File: src/rtl/cla_pkg.sv
package cla_pkg;

   localparam int unsigned MAX_SPAN = 32;

   // Flattened carry into position idx: OR over every generate below idx
   // of that generate ANDed with all propagates between it and idx,
   // plus the incoming carry ANDed with every propagate below idx.
   function automatic logic lookahead(input logic [MAX_SPAN-1:0] gen,
                                      input logic [MAX_SPAN-1:0] prop,
                                      input logic                cin,
                                      input int unsigned         idx);
      logic acc;
      logic term;
      acc = 1'b0;
      for (int unsigned j = 0; j < MAX_SPAN; j++) begin
         if (j < idx) begin
            term = gen[j];
            for (int unsigned k = 0; k < MAX_SPAN; k++) begin
               if (k > j && k < idx) term = term & prop[k];
            end
            acc = acc | term;
         end
      end
      term = cin;
      for (int unsigned k = 0; k < MAX_SPAN; k++) begin
         if (k < idx) term = term & prop[k];
      end
      return acc | term;
   endfunction

endpackage

File: src/rtl/cla_group.sv
module cla_group
   import cla_pkg::*;
#(
   parameter int unsigned GW = 4
) (
   input  logic [GW-1:0] a,
   input  logic [GW-1:0] b,
   input  logic          cin,
   output logic [GW-1:0] s,
   output logic          bp,
   output logic          bg
);

   if (GW < 1 || GW > MAX_SPAN) begin : gw_range_bad
      $error("cla_group: GW out of range");
   end

   logic [GW-1:0]       g;
   logic [GW-1:0]       p;
   logic [GW-1:0]       c;
   logic [MAX_SPAN-1:0] g_ext;
   logic [MAX_SPAN-1:0] p_ext;

   assign g     = a & b;
   assign p     = a | b;
   assign g_ext = MAX_SPAN'(g);
   assign p_ext = MAX_SPAN'(p);

   for (genvar i = 0; i < GW; i++) begin : bit_carry
      if (i == 0) begin : first
         assign c[i] = cin;
      end else begin : rest
         assign c[i] = lookahead(g_ext, p_ext, cin, i);
      end
      assign s[i] = a[i] ^ b[i] ^ c[i];
   end

   assign bg = lookahead(g_ext, p_ext, 1'b0, GW);
   assign bp = &p;

   always_comb begin
      for (int i = 0; i + 1 < GW; i++) begin

         bit_gen_chk: assert (!g[i] || c[i+1])
            else $error("generate at bit %0d gave no carry", i);

         bit_kill_chk: assert (p[i] || !c[i+1])
            else $error("killed bit %0d still carried", i);
      end
   end

endmodule

File: src/rtl/cla_unit.sv
module cla_unit
   import cla_pkg::*;
#(
   parameter int unsigned N = 4
) (
   input  logic [N-1:0] gp,
   input  logic [N-1:0] gg,
   input  logic         cin,
   output logic [N-1:0] cgrp,
   output logic         cout,
   output logic         up,
   output logic         ug
);

   if (N < 1 || N > MAX_SPAN) begin : n_range_bad
      $error("cla_unit: N out of range");
   end

   logic [MAX_SPAN-1:0] g_ext;
   logic [MAX_SPAN-1:0] p_ext;

   assign g_ext = MAX_SPAN'(gg);
   assign p_ext = MAX_SPAN'(gp);

   for (genvar k = 0; k < N; k++) begin : grp_carry
      if (k == 0) begin : first
         assign cgrp[k] = cin;
      end else begin : rest
         assign cgrp[k] = lookahead(g_ext, p_ext, cin, k);
      end
   end

   assign cout = lookahead(g_ext, p_ext, cin, N);
   assign ug   = lookahead(g_ext, p_ext, 1'b0, N);
   assign up   = &gp;

   always_comb begin
      for (int k = 0; k + 1 < N; k++) begin

         grp_gen_chk: assert (!gg[k] || cgrp[k+1])
            else $error("group %0d generate did not reach next group", k);
      end
   end

endmodule

File: src/rtl/lookahead_adder.sv
module lookahead_adder #(
   parameter int unsigned WIDTH   = 16,
   parameter int unsigned GROUP_W = 4
) (
   input  logic [WIDTH-1:0] op_a,
   input  logic [WIDTH-1:0] op_b,
   input  logic             carry_in,
   output logic [WIDTH-1:0] sum,
   output logic             carry_out,
   output logic             blk_prop,
   output logic             blk_gen
);

   localparam int unsigned NGROUP = WIDTH / GROUP_W;

   if (GROUP_W == 0 || WIDTH % GROUP_W != 0) begin : width_bad
      $error("lookahead_adder: WIDTH must be a multiple of GROUP_W");
   end

   logic [NGROUP-1:0] grp_p;
   logic [NGROUP-1:0] grp_g;
   logic [NGROUP-1:0] grp_cin;

   for (genvar k = 0; k < NGROUP; k++) begin : grp
      cla_group #(.GW(GROUP_W)) i_group (
         .a   (op_a[k*GROUP_W +: GROUP_W]),
         .b   (op_b[k*GROUP_W +: GROUP_W]),
         .cin (grp_cin[k]),
         .s   (sum[k*GROUP_W +: GROUP_W]),
         .bp  (grp_p[k]),
         .bg  (grp_g[k])
      );
   end

   if (NGROUP == 1) begin : single_level
      assign grp_cin   = carry_in;
      assign blk_prop  = grp_p[0];
      assign blk_gen   = grp_g[0];
      assign carry_out = grp_g[0] | (grp_p[0] & carry_in);
   end else begin : two_level
      cla_unit #(.N(NGROUP)) i_unit (
         .gp   (grp_p),
         .gg   (grp_g),
         .cin  (carry_in),
         .cgrp (grp_cin),
         .cout (carry_out),
         .up   (blk_prop),
         .ug   (blk_gen)
      );
   end

   always_comb begin

      sum_value_chk: assert ({carry_out, sum} ==
                             ({1'b0, op_a} + {1'b0, op_b} + {{WIDTH{1'b0}}, carry_in}))
         else $error("sum mismatch");

      cascade_chk: assert (carry_out == (blk_gen | (blk_prop & carry_in)))
         else $error("carry_out disagrees with exported terms");

      word_prop_chk: assert (blk_prop == (&(op_a | op_b)))
         else $error("word propagate wrong");
   end

endmodule

File: config.mk
export PLATFORM = sky130hd
export DESIGN_NAME = lookahead_adder
export DESIGN_NICKNAME = d
export VERILOG_FILES = /design/src/rtl/cla_pkg.sv /design/src/rtl/cla_group.sv /design/src/rtl/cla_unit.sv /design/src/rtl/lookahead_adder.sv
export SDC_FILE = /design/constraint.sdc
export NUM_CORES = 1
export LEC_CHECK = 0
export BUFFER_PORTS_ARGS = -buffer_cell sky130_fd_sc_hd__buf_2
export CAP_MARGIN = 10
export CORE_ASPECT_RATIO = 1.1
export CORE_MARGIN = 5
export CORE_UTILIZATION = 51
export DETAILED_ROUTE_END_ITERATION = 10
export PLACE_DENSITY_LB_ADDON = 0.15
export SETUP_SLACK_MARGIN = 0.2
export SLEW_MARGIN = 0
export SYNTH_ARGS = -nofsm -noshare
export SYNTH_HDL_FRONTEND = slang
export SYNTH_HIERARCHICAL = 1
export SYNTH_SLANG_ARGS = --single-unit
File: constraint.sdc
create_clock -name vclk -period 2.34
set_clock_uncertainty 0.05 [all_clocks]
set_input_delay 0.234 -clock vclk [all_inputs]
set_output_delay 0.234 -clock vclk [all_outputs]
set_load 0.05 [all_outputs]
==> results of run 1 <==
-- cells by family after synthesis --
kind of cell / after synthesis / synth area share [%]
AO/OA/AOI/OAI: 36 / 22.6
XOR/XNOR: 8 / 5.97
adder cells (fa/ha/maj): 36 / 40.9
buffers and inverters: 53 / 17.3
AND/OR/NAND/NOR: 30 / 13.2
-- through the flow --
stage / area [um2] / util (%) / hold slack [ps] / setup slack, ps
floorplan: 1550 / - / 733 / 46.1
global placement: 2020 / 90.5 / 930 / -211
detailed placement: 2020 / 90.5 / 938 / -288
==> impl_results.md, run 1 <==
- IO Port Bufs: 52
- Status: aborted with a tool error
- Global placement routability congestion: 0.878
- Hpwl dp: 3740 um
- # IOs: 52
- Register area share after synthesis: 0%
- Hold_buf cts: 0
- Site Rows: 18
- Post-CTS setup buffers: 7
- Syn Nets: 232
- Die W: 55.7 um
- Cells after synthesis: 163
- Top cell type's share of synthesized area: 34.1%
- Synthesized area per cell: 7.20 um2
- Count leader, synth: inv_1
- Die height: 60.3 um
- Tool error: [ERROR DPL-0038] Utilization greater than 100%, impossible to legalize
- Mapped Area: 0.00117 mm2
- Starting Density: 52.6%
- Largest area contributor in the netlist: ha_1
- Last stage: 4_1_cts
- Yosys warning count: 6
- Placed cell count: 268
- Top cells by count, synth: inv_1 (52), ha_1 (32), nor2_1 (12)
- CTS resizes: 60
- Synth cell types: 25
- Main area contributors after synthesis: ha_1 (34%), inv_1 (17%), fa_1 (6.8%), xor2_1 (5.2%), nor2_1 (3.8%)
==> run 2, diff against run 1 <==
- CORE_AREA: unset -> 5 5 66 68
- CORE_ASPECT_RATIO: 1.1 -> unset
- CORE_MARGIN: 5 -> unset
- CORE_UTILIZATION: 51 -> unset
- DIE_AREA: unset -> 0 0 71 73
- SETUP_SLACK_MARGIN: 0.2 -> unset
==> impl_results.md, run 2 <==
- GRT Util Overall: 14.1%
- Syn Nets: 232
- P_int: 361 uW
- Register area: 0 um2
- Crit path setup slack, layout: -59.7 ps
- Worst Hold Path EP: carry_out
- Mapped Area: 0.00117 mm2
- Top cells by count, synth: inv_1 (52), ha_1 (32), nor2_1 (12)
- Hold crit path type: in2out
- Worst vdd ir: 195 uV
- PD cells: 347 mW/mm2
- Number of antenna violations at the first check in global routing: 0
- # fillers: 343
- # IOs: 52
- Crit path kind: in2out
- Synthesized area per cell: 7.20 um2
- P_sw: 472 uW
- Initial DRC Count: 34
- 1st-pass router iterations: 4
- Global placement routability congestion: 0.760
- Global-route wire length before repair: 6220 um
- Final-report setup violation count: 4
- CP max stage delay: 440 ps
- Clock share of power: 0%
- Drt drc: 0
- Hpwl dp: 2740 um
- Critical-path cell list: buf_6, ha_4, inv_2, o21ai_2, a221o_1, a21o_1, a31o_4, inv_2, fa_2, clkinvlp_4, buf_8
- Place WS: -277 ps
- Xor-xnor portion of the synthesized cell area: 5.97%
- IO Port Bufs: 52
- Hold depth: 4
- Sequential share of power: 0%
- Critical Path RT: 2060 ps
- Yosys warning count: 6
- Upper clock frequency limit: 417 MHz
- Logic pwr share: 100.0%
- Die height: 73 um
- Endpoint class of the critical path: primary output
- Max_slew headroom: 67.7%
- Startpoint Class: primary input
- Vias per cell: 4.58
- Slew Limit Fails: 0
- Via count: 1,405
- Core Box Area: 0.00380 mm2
- Most frequent cells in the layout: buf_4 (36), inv_1 (26), buf_6 (26), buf_2 (26), inv_2 (21)
- Final hold violation count: 0
- Fraction of layout cells with a size suffix above 1: 63.4%
- Sw frac: 56.7%
- Largest area contributor in the netlist: ha_1
- Max Cap Viol: 0
- Synth cell types: 25
- Multi-input gate area: 0.00133 mm2
- Post-route minimum period: 2400 ps
- Number of global-route vias before repair: 1,421
- Mux contribution to synthesized area: 0%
- Number of diodes: 0
- Status: finished, violations left
- Main area contributors after synthesis: ha_1 (34%), inv_1 (17%), fa_1 (6.8%), xor2_1 (5.2%), nor2_1 (3.8%)
- Worst Tran Pin Value: 479 ps
- Leak: 0.00120 uW
- Critical Path AT: 2120 ps
- Largest family of logic cells by synthesized area: adder cells
- Nets: 328
- Seq_cells: 0
- Starting Density: 30.9%
- RSZ-0062 raised after global routing: true
- Grt total ovfl: 0
- Die W: 71 um
- Slowest CP cell: fa_2
- Failing checks: setup timing
- Register area share after synthesis: 0%
- Post-synthesis simple-gate area fraction: 13.2%
- Die ar.: 0.00518 mm2
- Crit-path most repeated cell: inv_2
- CLK BUF: 0
- Max FO, Critical Path: 3
- Routed Antenna Nets: 0
- Pin count of the biggest net entering global routing: 6
- P&R area growth vs syn: 104%
- Hold path start: carry_in
- Tcrit/Tclk final: 103%
- Most common cell after layout, fill and taps aside: buf_4
- Cells after synthesis: 163
- DR WL/cell: 12.1 um
- Post-synthesis adder-cell area fraction: 40.9%
- Site Rows: 23
- Setup TNS: -110 ps
- Total Wirelength: 3720 um
- Area fraction in compound gates after synthesis: 22.6%
- Top cell type's share of synthesized area: 34.1%
- Count leader, synth: inv_1
-- run 2: cell counts after synthesis --
Identical to the previous run, type by type.
-- run 2: metal layers --
metal,part of all wire (%),GRT usage (%),wire (um)
met1,39,16.8,1470
met2,57,28.8,2100
met3,3.4,0.551,126
met4,0.59,0.835,22
met5,0,0,0
-- run 2: cell type report --
type / instances / area share, %
inverters: 52 / 8.71
multi-input cells: 110 / 55.5
well taps: 50 / 2.61
repair buffers: 95 / 33.2
-- run 2: timing repair --
| item | 4_1_cts | 5_1_grt |
|---|---|---|
| pin swaps | 26 | 11 |
| hold buffers | 0 | 0 |
| gates resized for setup | 101 | 36 |
| buffers inserted | 13 | 2 |
| endpoints found under the setup margin | 11 | 12 |
-- run 2: worst max-delay path: cells and delay by family --
kind / cells / cell delay [ps]
fa+ha+maj: 2 / 600
compound gates: 4 / 830
buf+inv: 5 / 450
-- run 2: worst max-delay path by stage --
stage               cells after the start  slack [ps]      end  startpoint
floorplan                               8        -170  sum[15]     op_a[1]
global placement                       11        -270  sum[12]     op_a[0]
detailed placement                     11        -280  sum[12]     op_a[0]
CTS                                    11         -60  sum[12]     op_b[1]
global route                           11        -180  sum[12]     op_a[9]
finish                                 11         -60  sum[12]     op_b[0]
-- run 2: logic make-up (layout without fill, tap and decap cells) --
logic type,count (synthesis),after routing
buffers and inverters,53,147
adder cells (fa/ha/maj),36,36
AO/OA/AOI/OAI,36,36
AND/OR/NAND/NOR,30,30
XOR/XNOR,8,8
-- run 2: per-stage QoR --
step | util, % | cell area, um2 | cells | hold WS (ps) | total power, uW
after floorplan | - | 1270 | 163 | 777 | 471
after global placement | 47.5 | 1800 | 293 | 953 | 638
after detailed placement | 47.5 | 1800 | 293 | 961 | 639
after CTS | 59.5 | 2260 | 305 | 931 | 775
after global routing | 63.2 | 2400 | 307 | 945 | 892
final | 63.2 | 2400 | 307 | 918 | 833
-- run 2: power groups by stage --
stage | Combinational, uW | Sequential, uW | Clock (uW)
global placement | 638 | 0 | 0
CTS | 775 | 0 | 0
detailed placement | 639 | 0 | 0
global route | 892 | 0 | 0
floorplan | 471 | 0 | 0
finish | 833 | 0 | 0
Note: power is estimated with default switching activity, not from simulation.
